### src/rtl/irq_pq_pkg.sv
package irq_pq_pkg;

    localparam int OFF_W     = 12;
    localparam int ORDER_BIT = 6;
    localparam logic [3:0] RGN_LOAD_EOI  = 4'h0;
    localparam logic [3:0] RGN_STORE_EOI = 4'h4;

    typedef enum logic [1:0] {
        PQ_IDLE   = 2'b00,
        PQ_OFF    = 2'b01,
        PQ_PEND   = 2'b10,
        PQ_QUEUED = 2'b11
    } pq_state_e;

    typedef enum logic [1:0] {
        OPK_NONE,
        OPK_EOI,
        OPK_SET,
        OPK_STORE_EOI
    } op_kind_e;

    typedef enum logic {
        PORT_OPEN,
        PORT_FENCED
    } port_state_e;

endpackage

### src/rtl/irq_pq_decode.sv
module irq_pq_decode
    import irq_pq_pkg::*;
(
    input  logic [OFF_W-1:0] off_i,
    input  logic             quirk_i,
    input  logic             store_i,
    output op_kind_e         kind_o,
    output logic [1:0]       set_val_o,
    output logic             ordered_o
);

    logic [OFF_W-1:0] eff;
    logic [3:0]       region;
    logic             unused_bits;

    // shifted-offset sources see offset | (offset << 4)
    assign eff         = quirk_i ? (off_i | (off_i << 4)) : off_i;
    assign region      = eff[OFF_W-1 -: 4];
    assign unused_bits = ^{eff[7], eff[5:0]};
    assign set_val_o   = region[1:0];
    assign ordered_o   = !store_i && eff[ORDER_BIT];

    always_comb begin
        kind_o = OPK_NONE;
        if (store_i) begin
            if (region == RGN_STORE_EOI) kind_o = OPK_STORE_EOI;
        end else begin
            if (region == RGN_LOAD_EOI)    kind_o = OPK_EOI;
            else if (region[3:2] == 2'b11) kind_o = OPK_SET;
        end
    end

endmodule

### src/rtl/irq_pq_cell.sv
module irq_pq_cell
    import irq_pq_pkg::*;
(
    input  logic       clk,
    input  logic       rst_n,
    input  logic       trig_i,
    input  logic       op_en_i,
    input  logic       op_eoi_i,
    input  logic [1:0] op_val_i,
    output logic [1:0] pq_o,
    output logic       notify_o
);

    pq_state_e pq, mid, nxt;
    logic      op_note, trig_note, notify_q;

    // software or drained operation first, trigger applied on top
    always_comb begin
        mid     = pq;
        op_note = 1'b0;
        if (op_en_i) begin
            if (op_eoi_i) begin
                unique case (pq)
                    PQ_PEND:         mid = PQ_IDLE;
                    PQ_QUEUED: begin mid = PQ_PEND; op_note = 1'b1; end
                    PQ_IDLE, PQ_OFF: mid = pq;
                endcase
            end else begin
                mid = pq_state_e'(op_val_i);
            end
        end
    end

    always_comb begin
        nxt       = mid;
        trig_note = 1'b0;
        if (trig_i) begin
            unique case (mid)
                PQ_IDLE:            begin nxt = PQ_PEND; trig_note = 1'b1; end
                PQ_OFF:             nxt = PQ_OFF;
                PQ_PEND, PQ_QUEUED: nxt = PQ_QUEUED;
            endcase
        end
    end

    always_ff @(posedge clk) begin
        if (!rst_n) begin
            pq       <= PQ_OFF;
            notify_q <= 1'b0;
        end else begin
            pq       <= nxt;
            notify_q <= op_note | trig_note;
        end
    end

    assign pq_o     = pq;
    assign notify_o = notify_q;

    a_r2_off_holds: assert property (@(posedge clk) disable iff (!rst_n)
        (pq == PQ_OFF && !op_en_i) |=> (pq == PQ_OFF && !notify_q));

    a_r2_trig_from_idle: assert property (@(posedge clk) disable iff (!rst_n)
        (pq == PQ_IDLE && !op_en_i && trig_i) |=> (pq == PQ_PEND && notify_q));

    a_r3_eoi_requeues: assert property (@(posedge clk) disable iff (!rst_n)
        (pq == PQ_QUEUED && op_en_i && op_eoi_i) |=> (notify_q && pq[1]));

endmodule

### src/rtl/irq_pq_store_q.sv
module irq_pq_store_q #(
    parameter int DEPTH     = 4,
    parameter int DW        = 3,
    parameter int DRAIN_CYC = 3
) (
    input  logic          clk,
    input  logic          rst_n,
    input  logic          push_i,
    input  logic [DW-1:0] data_i,
    input  logic          pop_i,
    output logic          full_o,
    output logic          empty_o,
    output logic          due_o,
    output logic [DW-1:0] head_o
);

    localparam int PTR_W = (DEPTH > 1) ? $clog2(DEPTH) : 1;
    localparam int CNT_W = $clog2(DEPTH + 1);
    localparam int LAT_W = $clog2(DRAIN_CYC + 1);

    logic [DW-1:0]    mem [DEPTH];
    logic [PTR_W-1:0] wr_ptr, rd_ptr;
    logic [CNT_W-1:0] cnt;
    logic [LAT_W-1:0] lat;

    function automatic logic [PTR_W-1:0] bump(input logic [PTR_W-1:0] p);
        return (p == PTR_W'(DEPTH - 1)) ? '0 : p + PTR_W'(1);
    endfunction

    assign full_o  = (cnt == CNT_W'(DEPTH));
    assign empty_o = (cnt == '0);
    assign due_o   = !empty_o && (lat == LAT_W'(DRAIN_CYC - 1));
    assign head_o  = mem[rd_ptr];

    always_ff @(posedge clk) begin
        if (push_i) mem[wr_ptr] <= data_i;
    end

    always_ff @(posedge clk) begin
        if (!rst_n) begin
            wr_ptr <= '0;
            rd_ptr <= '0;
            cnt    <= '0;
            lat    <= '0;
        end else begin
            if (push_i) wr_ptr <= bump(wr_ptr);
            if (pop_i)  rd_ptr <= bump(rd_ptr);
            unique case ({push_i, pop_i})
                2'b10:   cnt <= cnt + CNT_W'(1);
                2'b01:   cnt <= cnt - CNT_W'(1);
                default: cnt <= cnt;
            endcase
            if (pop_i || empty_o) lat <= '0;
            else if (!due_o)      lat <= lat + LAT_W'(1);
        end
    end

    a_r7_no_overflow: assert property (@(posedge clk) disable iff (!rst_n)
        full_o |-> (!push_i || pop_i));

    a_r7_no_underflow: assert property (@(posedge clk) disable iff (!rst_n)
        pop_i |-> !empty_o);

endmodule

### src/rtl/irq_pq_ctrl.sv
module irq_pq_ctrl
    import irq_pq_pkg::*;
#(
    parameter int NUM_SRC   = 8,
    parameter int QDEPTH    = 4,
    parameter int DRAIN_CYC = 3,
    localparam int SRC_W    = (NUM_SRC > 1) ? $clog2(NUM_SRC) : 1
) (
    input  logic               clk,
    input  logic               rst_n,
    input  logic [NUM_SRC-1:0] trig_i,
    input  logic [NUM_SRC-1:0] cfg_store_eoi_i,
    input  logic [NUM_SRC-1:0] cfg_quirk_i,
    input  logic               sw_req_i,
    input  logic               sw_store_i,
    input  logic [SRC_W-1:0]   sw_src_i,
    input  logic [OFF_W-1:0]   sw_off_i,
    output logic               sw_ready_o,
    output logic               rsp_valid_o,
    output logic [1:0]         rsp_pq_o,
    output logic [NUM_SRC-1:0] notify_o
);

    op_kind_e    dec_kind;
    logic [1:0]  dec_val;
    logic        dec_ordered;
    logic        q_full, q_empty, q_due;
    logic [SRC_W-1:0] q_head;
    port_state_e port_q, port_d;
    logic        accept, load_acc, push, pop;
    logic        op_en, op_eoi;
    logic [SRC_W-1:0] op_src;
    logic [1:0]  pq_all [NUM_SRC];
    logic        rsp_valid_q;
    logic [1:0]  rsp_pq_q;

    irq_pq_decode u_dec (
        .off_i     (sw_off_i),
        .quirk_i   (cfg_quirk_i[sw_src_i]),
        .store_i   (sw_store_i),
        .kind_o    (dec_kind),
        .set_val_o (dec_val),
        .ordered_o (dec_ordered)
    );

    irq_pq_store_q #(.DEPTH(QDEPTH), .DW(SRC_W), .DRAIN_CYC(DRAIN_CYC)) u_sq (
        .clk     (clk),
        .rst_n   (rst_n),
        .push_i  (push),
        .data_i  (sw_src_i),
        .pop_i   (pop),
        .full_o  (q_full),
        .empty_o (q_empty),
        .due_o   (q_due),
        .head_o  (q_head)
    );

    // port state machine: state register
    always_ff @(posedge clk) begin
        if (!rst_n) port_q <= PORT_OPEN;
        else        port_q <= port_d;
    end

    // port state machine: next state and ready
    always_comb begin
        port_d     = port_q;
        sw_ready_o = 1'b1;
        unique case (port_q)
            PORT_OPEN: begin
                if (sw_store_i)       sw_ready_o = !q_full;
                else if (dec_ordered) sw_ready_o = q_empty;
                if (sw_req_i && !sw_store_i && dec_ordered && !q_empty)
                    port_d = PORT_FENCED;
            end
            PORT_FENCED: begin
                sw_ready_o = q_empty;
                if (q_empty) port_d = PORT_OPEN;
            end
        endcase
    end

    assign accept   = sw_req_i && sw_ready_o;
    assign load_acc = accept && !sw_store_i;
    assign push     = accept && sw_store_i && (dec_kind == OPK_STORE_EOI)
                      && cfg_store_eoi_i[sw_src_i];
    assign pop      = q_due && !load_acc;

    // one state operation per cycle: accepted load wins over the drain
    always_comb begin
        op_en  = 1'b0;
        op_eoi = 1'b0;
        op_src = sw_src_i;
        if (load_acc && (dec_kind == OPK_EOI || dec_kind == OPK_SET)) begin
            op_en  = 1'b1;
            op_eoi = (dec_kind == OPK_EOI);
        end else if (pop) begin
            op_en  = 1'b1;
            op_eoi = 1'b1;
            op_src = q_head;
        end
    end

    for (genvar g = 0; g < NUM_SRC; g++) begin : g_src
        irq_pq_cell u_cell (
            .clk      (clk),
            .rst_n    (rst_n),
            .trig_i   (trig_i[g]),
            .op_en_i  (op_en && (op_src == SRC_W'(g))),
            .op_eoi_i (op_eoi),
            .op_val_i (dec_val),
            .pq_o     (pq_all[g]),
            .notify_o (notify_o[g])
        );
    end

    always_ff @(posedge clk) begin
        if (!rst_n) begin
            rsp_valid_q <= 1'b0;
            rsp_pq_q    <= 2'b00;
        end else begin
            rsp_valid_q <= load_acc;
            if (load_acc) begin
                unique case (dec_kind)
                    OPK_EOI: rsp_pq_q <= {1'b0, pq_all[sw_src_i][0]};
                    OPK_SET: rsp_pq_q <= pq_all[sw_src_i];
                    default: rsp_pq_q <= 2'b00;
                endcase
            end
        end
    end

    assign rsp_valid_o = rsp_valid_q;
    assign rsp_pq_o    = rsp_pq_q;

    a_r8_fence_empty: assert property (@(posedge clk) disable iff (!rst_n)
        (load_acc && dec_ordered) |-> q_empty);

    a_r6_push_fills: assert property (@(posedge clk) disable iff (!rst_n)
        push |=> !q_empty);

endmodule

### config.mk
export PLATFORM = sky130hd
export DESIGN_NAME = irq_pq_ctrl
export DESIGN_NICKNAME = d
export VERILOG_FILES = /design/src/rtl/irq_pq_pkg.sv /design/src/rtl/irq_pq_decode.sv /design/src/rtl/irq_pq_cell.sv /design/src/rtl/irq_pq_store_q.sv /design/src/rtl/irq_pq_ctrl.sv
export SDC_FILE = /design/constraint.sdc
export NUM_CORES = 1
export LEC_CHECK = 0
export CORE_ASPECT_RATIO = 1.5
export CORE_MARGIN = 2
export CORE_UTILIZATION = 25
export DETAILED_ROUTE_END_ITERATION = 16
export PLACE_DENSITY = 0.48
export SYNTH_ARGS = -nofsm -noshare
export SYNTH_HDL_FRONTEND = slang
export SYNTH_HIERARCHICAL = 1
export SYNTH_SLANG_ARGS = --single-unit
### constraint.sdc
create_clock -name clk -period 15 [get_ports clk]
set_clock_uncertainty 0.2 [all_clocks]
set_input_delay 3 -clock clk [delete_from_list [all_inputs] [get_ports clk]]
set_output_delay 3 -clock clk [all_outputs]
set_load 0.01 [all_outputs]
==> implementation parameters <==
Parameter                              Value

Run status
  Result of the run ... completed

Setup path
  Path type of the worst setup path ... primary input to output port
  Critical path's top delay family ... buffers and inverters
  Max stage delay cell, worst path ... sky130_fd_sc_hd__clkdlybuf4s50_1
  Worst Path Buf+Inv ... 2
  Crit Path Max Fanout ... 20
  Arrival @ worst endpoint ... 6.20 ns
  Nature of the critical path endpoint ... output port
  Cell-by-cell listing of the critical path ... clkdlybuf4s50_1 -> mux4_1 -> mux2_2 -> a21oi_1 -> nor2_1 -> a21oi_1 -> o22a_1 -> clkdlybuf4s50_1
  Required time at the endpoint of the critical path ... 11.80 ns
  Worst Setup Start Kind ... primary input
  Stage delay of the slowest cell on the critical path ... 1.09 ns

GRT
  Number of global-route vias before repair ... 2914
  Largest net degree at the start of global routing ... 53
  Overall fraction of global-route tracks in use ... 0.118
  First-pass GRT wire length ... 14000 µm
  Overflow after GRT ... 0
  Initial antenna violation count ... 0

Synth
  Cell type contributing the most total cell area after synthesis ... sky130_fd_sc_hd__dfxtp_1
  Main area contributors after synthesis ... sky130_fd_sc_hd__dfxtp_1 (23%), sky130_fd_sc_hd__edfxtp_1 (11%), sky130_fd_sc_hd__o221ai_1 (4.1%), sky130_fd_sc_hd__inv_1 (4.0%), sky130_fd_sc_hd__mux2i_1 (3.9%)
  Total of flip-flops plus latches after synthesis ... 51
  Share of synthesized flip-flops with an asynchronous set or reset ... 0
  Post-synthesis net count ... 419
  Synthesis Warnings ... 6
  Netlist Area Pre-Place ... 3380 µm²
  Number of library cell types mapped by synthesis ... 58
  Count of flip-flops with a built-in enable after synthesis ... 12
  Area share of the largest cell type after synthesis ... 0.231
  Instance count of the mapped netlist ... 365
  Most used flip-flop cell after synthesis ... sky130_fd_sc_hd__dfxtp_1
  Register area share after synthesis ... 0.338
  Synthesized area per cell ... 9.26 µm²

Die
  Full die area ... 14500 µm²
  DIE WIDTH ... 98.9 µm
  Number of placement rows ... 52
  Starting density of the core ... 0.253
  Number of ports placed on the die boundary ... 55
  Placeable core area ... 13300 µm²
  Vertical die dimension ... 146 µm

CTS
  CTS H-Tree Depth ... 2
  CTS tree ... yes
  CTS clock-pin slew for the worst setup and hold paths ... 0.07 ns
  Total setup buffers inserted after CTS ... 0
  Number of buffers added by the clock tree synthesis step ... 5
  Clock root buffer ... sky130_fd_sc_hd__clkbuf_16
  Number of gates resized after CTS ... 0
  Insertion delay to the later sink of the worst-skew pair ... 0.29 ns
  Sinks on the clock net ... 51
  Post-cts hold buffer count ... 0
  Max Buffers Root-to-Sink ... 2

Drt
  Routed wire length per instance ... 14.4 µm
  Via/cell ratio ... 4.97
  Remaining antenna violation count ... 0
  Number of violations reported at the end of detailed-routing iteration 0 ... 106
  Routed via count ... 2895
  Remaining routing DRC violations ... 0
  Wire length reported by the detailed router ... 8380 µm
  First-pass DRT Iterations ... 4

Final layout
  Net total in the final layout ... 474
  Design Area, Final ... 4210 µm²
  Antenna diode instance count ... 0
  Share of layout cells above drive strength 1 ... 0.119
  Area delta synth->final ... 24.6%
  Leading cell type in the layout, fill and taps excluded ... sky130_fd_sc_hd__clkdlybuf4s50_1
  Commonest cells after routing, fill and taps aside ... sky130_fd_sc_hd__clkdlybuf4s50_1 (51), sky130_fd_sc_hd__dfxtp_1 (39), sky130_fd_sc_hd__inv_1 (36)

Place
  Global placement routability congestion ... 0.766
  Count of input and output buffers ... 51
  Worst slack at placement ... 5.51 ns
  Instance area at placement ... 4070 µm²
  DPL Wire Length ... 6110 µm

Timing
  Aggregate negative setup slack ... 0 ns
  Clock period minus final worst setup slack ... 9.40 ns
  Final-report max-slew violation count ... 0
  Final clock period utilization by the worst path ... 0.627
  Transition at the pin with the smallest max-transition slack ... 0.953 ns
  Unrepaired setup endpoints after global routing ... no
  Min Hold Slack ... 0.303 ns
  Endpoints failing setup ... 0
  Hold Violations, Final ... 0
  Min setup slack post-route ... 5.60 ns
  Slew Limit Headroom ... 0.363
  Maximum operating frequency ... 106 MHz

Power
  PD cells ... 70.2 nW/µm²
  Peak ir drop on the vdd network ... 0.0000374 V
  Overall power after layout ... 0.295 mW
  Static leakage ... 1.55 nW

Job
  Max cap viols ... 0

Min path
  Type of the worst min-delay path ... flip-flop to flip-flop
==> layer usage <==
| metal | global-route usage | part of all wire |
|---|---|---|
| met2 | 0.230 | 0.56 |
| met1 | 0.126 | 0.40 |
| met3 | 0.0191 | 0.026 |
| met4 | 0.0370 | 0.014 |
| met5 | 0 | 0 |
==> synthesized netlist by cell type, types with 2 or more instances <==
cell type / number
sky130_fd_sc_hd__xor2_1: 3
sky130_fd_sc_hd__a21oi_1: 22
sky130_fd_sc_hd__o21ai_1: 8
sky130_fd_sc_hd__and3_1: 3
sky130_fd_sc_hd__mux4_1: 4
sky130_fd_sc_hd__o221ai_1: 16
sky130_fd_sc_hd__and2_1: 6
sky130_fd_sc_hd__and2_2: 8
sky130_fd_sc_hd__o21ai_0: 12
sky130_fd_sc_hd__nor2_1: 27
sky130_fd_sc_hd__inv_1: 36
sky130_fd_sc_hd__nand3_1: 12
sky130_fd_sc_hd__nand2_1: 5
sky130_fd_sc_hd__nand2b_2: 8
sky130_fd_sc_hd__nor3b_1: 3
sky130_fd_sc_hd__o22ai_1: 8
sky130_fd_sc_hd__a21oi_2: 2
sky130_fd_sc_hd__buf_6: 3
sky130_fd_sc_hd__ha_1: 10
sky130_fd_sc_hd__a21boi_0: 8
sky130_fd_sc_hd__edfxtp_1: 12
sky130_fd_sc_hd__nand2b_1: 19
sky130_fd_sc_hd__nand3b_1: 10
sky130_fd_sc_hd__mux2_2: 4
sky130_fd_sc_hd__nor2b_1: 9
sky130_fd_sc_hd__mux4_2: 3
sky130_fd_sc_hd__nor3_1: 2
sky130_fd_sc_hd__mux2i_1: 13
sky130_fd_sc_hd__a21boi_2: 8
sky130_fd_sc_hd__nand4_1: 8
sky130_fd_sc_hd__dfxtp_1: 39
sky130_fd_sc_hd__o2bb2ai_1: 8
==> stage by stage <==
step / std cells / utilization
6_report: 583 / 0.315
5_1_grt: 583 / 0.315
4_1_cts: 583 / 0.315
3_5_place_dp: 575 / 0.305
3_3_place_gp: 575 / 0.305
2_1_floorplan: 365 / -
==> layout make-up <==
| type | instances | area, µm² |
|---|---|---|
| flip-flops and latches | 51 | 1140 |
| repair buffers | 53 | 526 |
| clock buffers | 5 | 125 |
| clock inverters | 3 | 15.0 |
| fillers | 1348 | 9130 |
| well taps | 162 | 203 |
| inverters | 36 | 135 |
| multi-input cells | 273 | 2060 |
==> kinds of logic (layout without fill, tap and decap cells) <==
group | Yosys count | count (layout) | share of synthesized area
compound gates | 104 | 104 | 0.220
xor+xnor | 4 | 4 | 0.0104
fa+ha+maj | 11 | 11 | 0.0430
buf+inv | 41 | 97 | 0.0526
flops | 51 | 51 | 0.338
mux | 25 | 25 | 0.106
simple gates | 129 | 129 | 0.230
==> flip-flops by register name, indices dropped and copies added, names as in the netlist, 2 cells and up, named ones only <==
signal,count
g_src.u_cell/pq_o,16
g_src.u_cell/notify_o,8
u_sq/wr_ptr,2
u_sq/cnt,3
u_sq/mem,12
rsp_pq_o,2
u_sq/rd_ptr,2
u_sq/lat,2
==> power breakdown <==
part	internal [mW]	total [mW]	switching [mW]	leakage [nW]
clock	0.0611	0.113	0.0519	0.0733
combinational	0.0200	0.0403	0.0203	1.05
sequential	0.141	0.142	0.00101	0.423
total	0.222	0.295	0.0732	1.55
==> worst register-to-register path: stages, from the launching register on <==
cell and delay, ns:
sky130_fd_sc_hd__dfxtp_1 0.34, sky130_fd_sc_hd__nor3_2 0.31, sky130_fd_sc_hd__o22a_1 0.23, sky130_fd_sc_hd__nor3b_1 0.62, sky130_fd_sc_hd__inv_1 0.17, sky130_fd_sc_hd__ha_1 0.27
sky130_fd_sc_hd__inv_1 0.07, sky130_fd_sc_hd__fa_1 0.18, sky130_fd_sc_hd__xor2_1 0.08, sky130_fd_sc_hd__or3_1 0.30, sky130_fd_sc_hd__a21boi_1 0.13
==> final timing paths <==
kind | from | endpoint | slack, ns | cells after the start
worst min-delay path | rsp_pq_o[1] | rsp_pq_o[1] | 0.30 | 2
worst max register to register | u_sq/cnt[2] | u_sq/cnt[2] | 12.05 | 10
worst max-delay path | sw_src_i[0] | sw_ready_o | 5.60 | 8
worst min register to register | rsp_pq_o[1] | rsp_pq_o[1] | 0.30 | 2
Note: power is estimated with default switching activity, not from simulation.
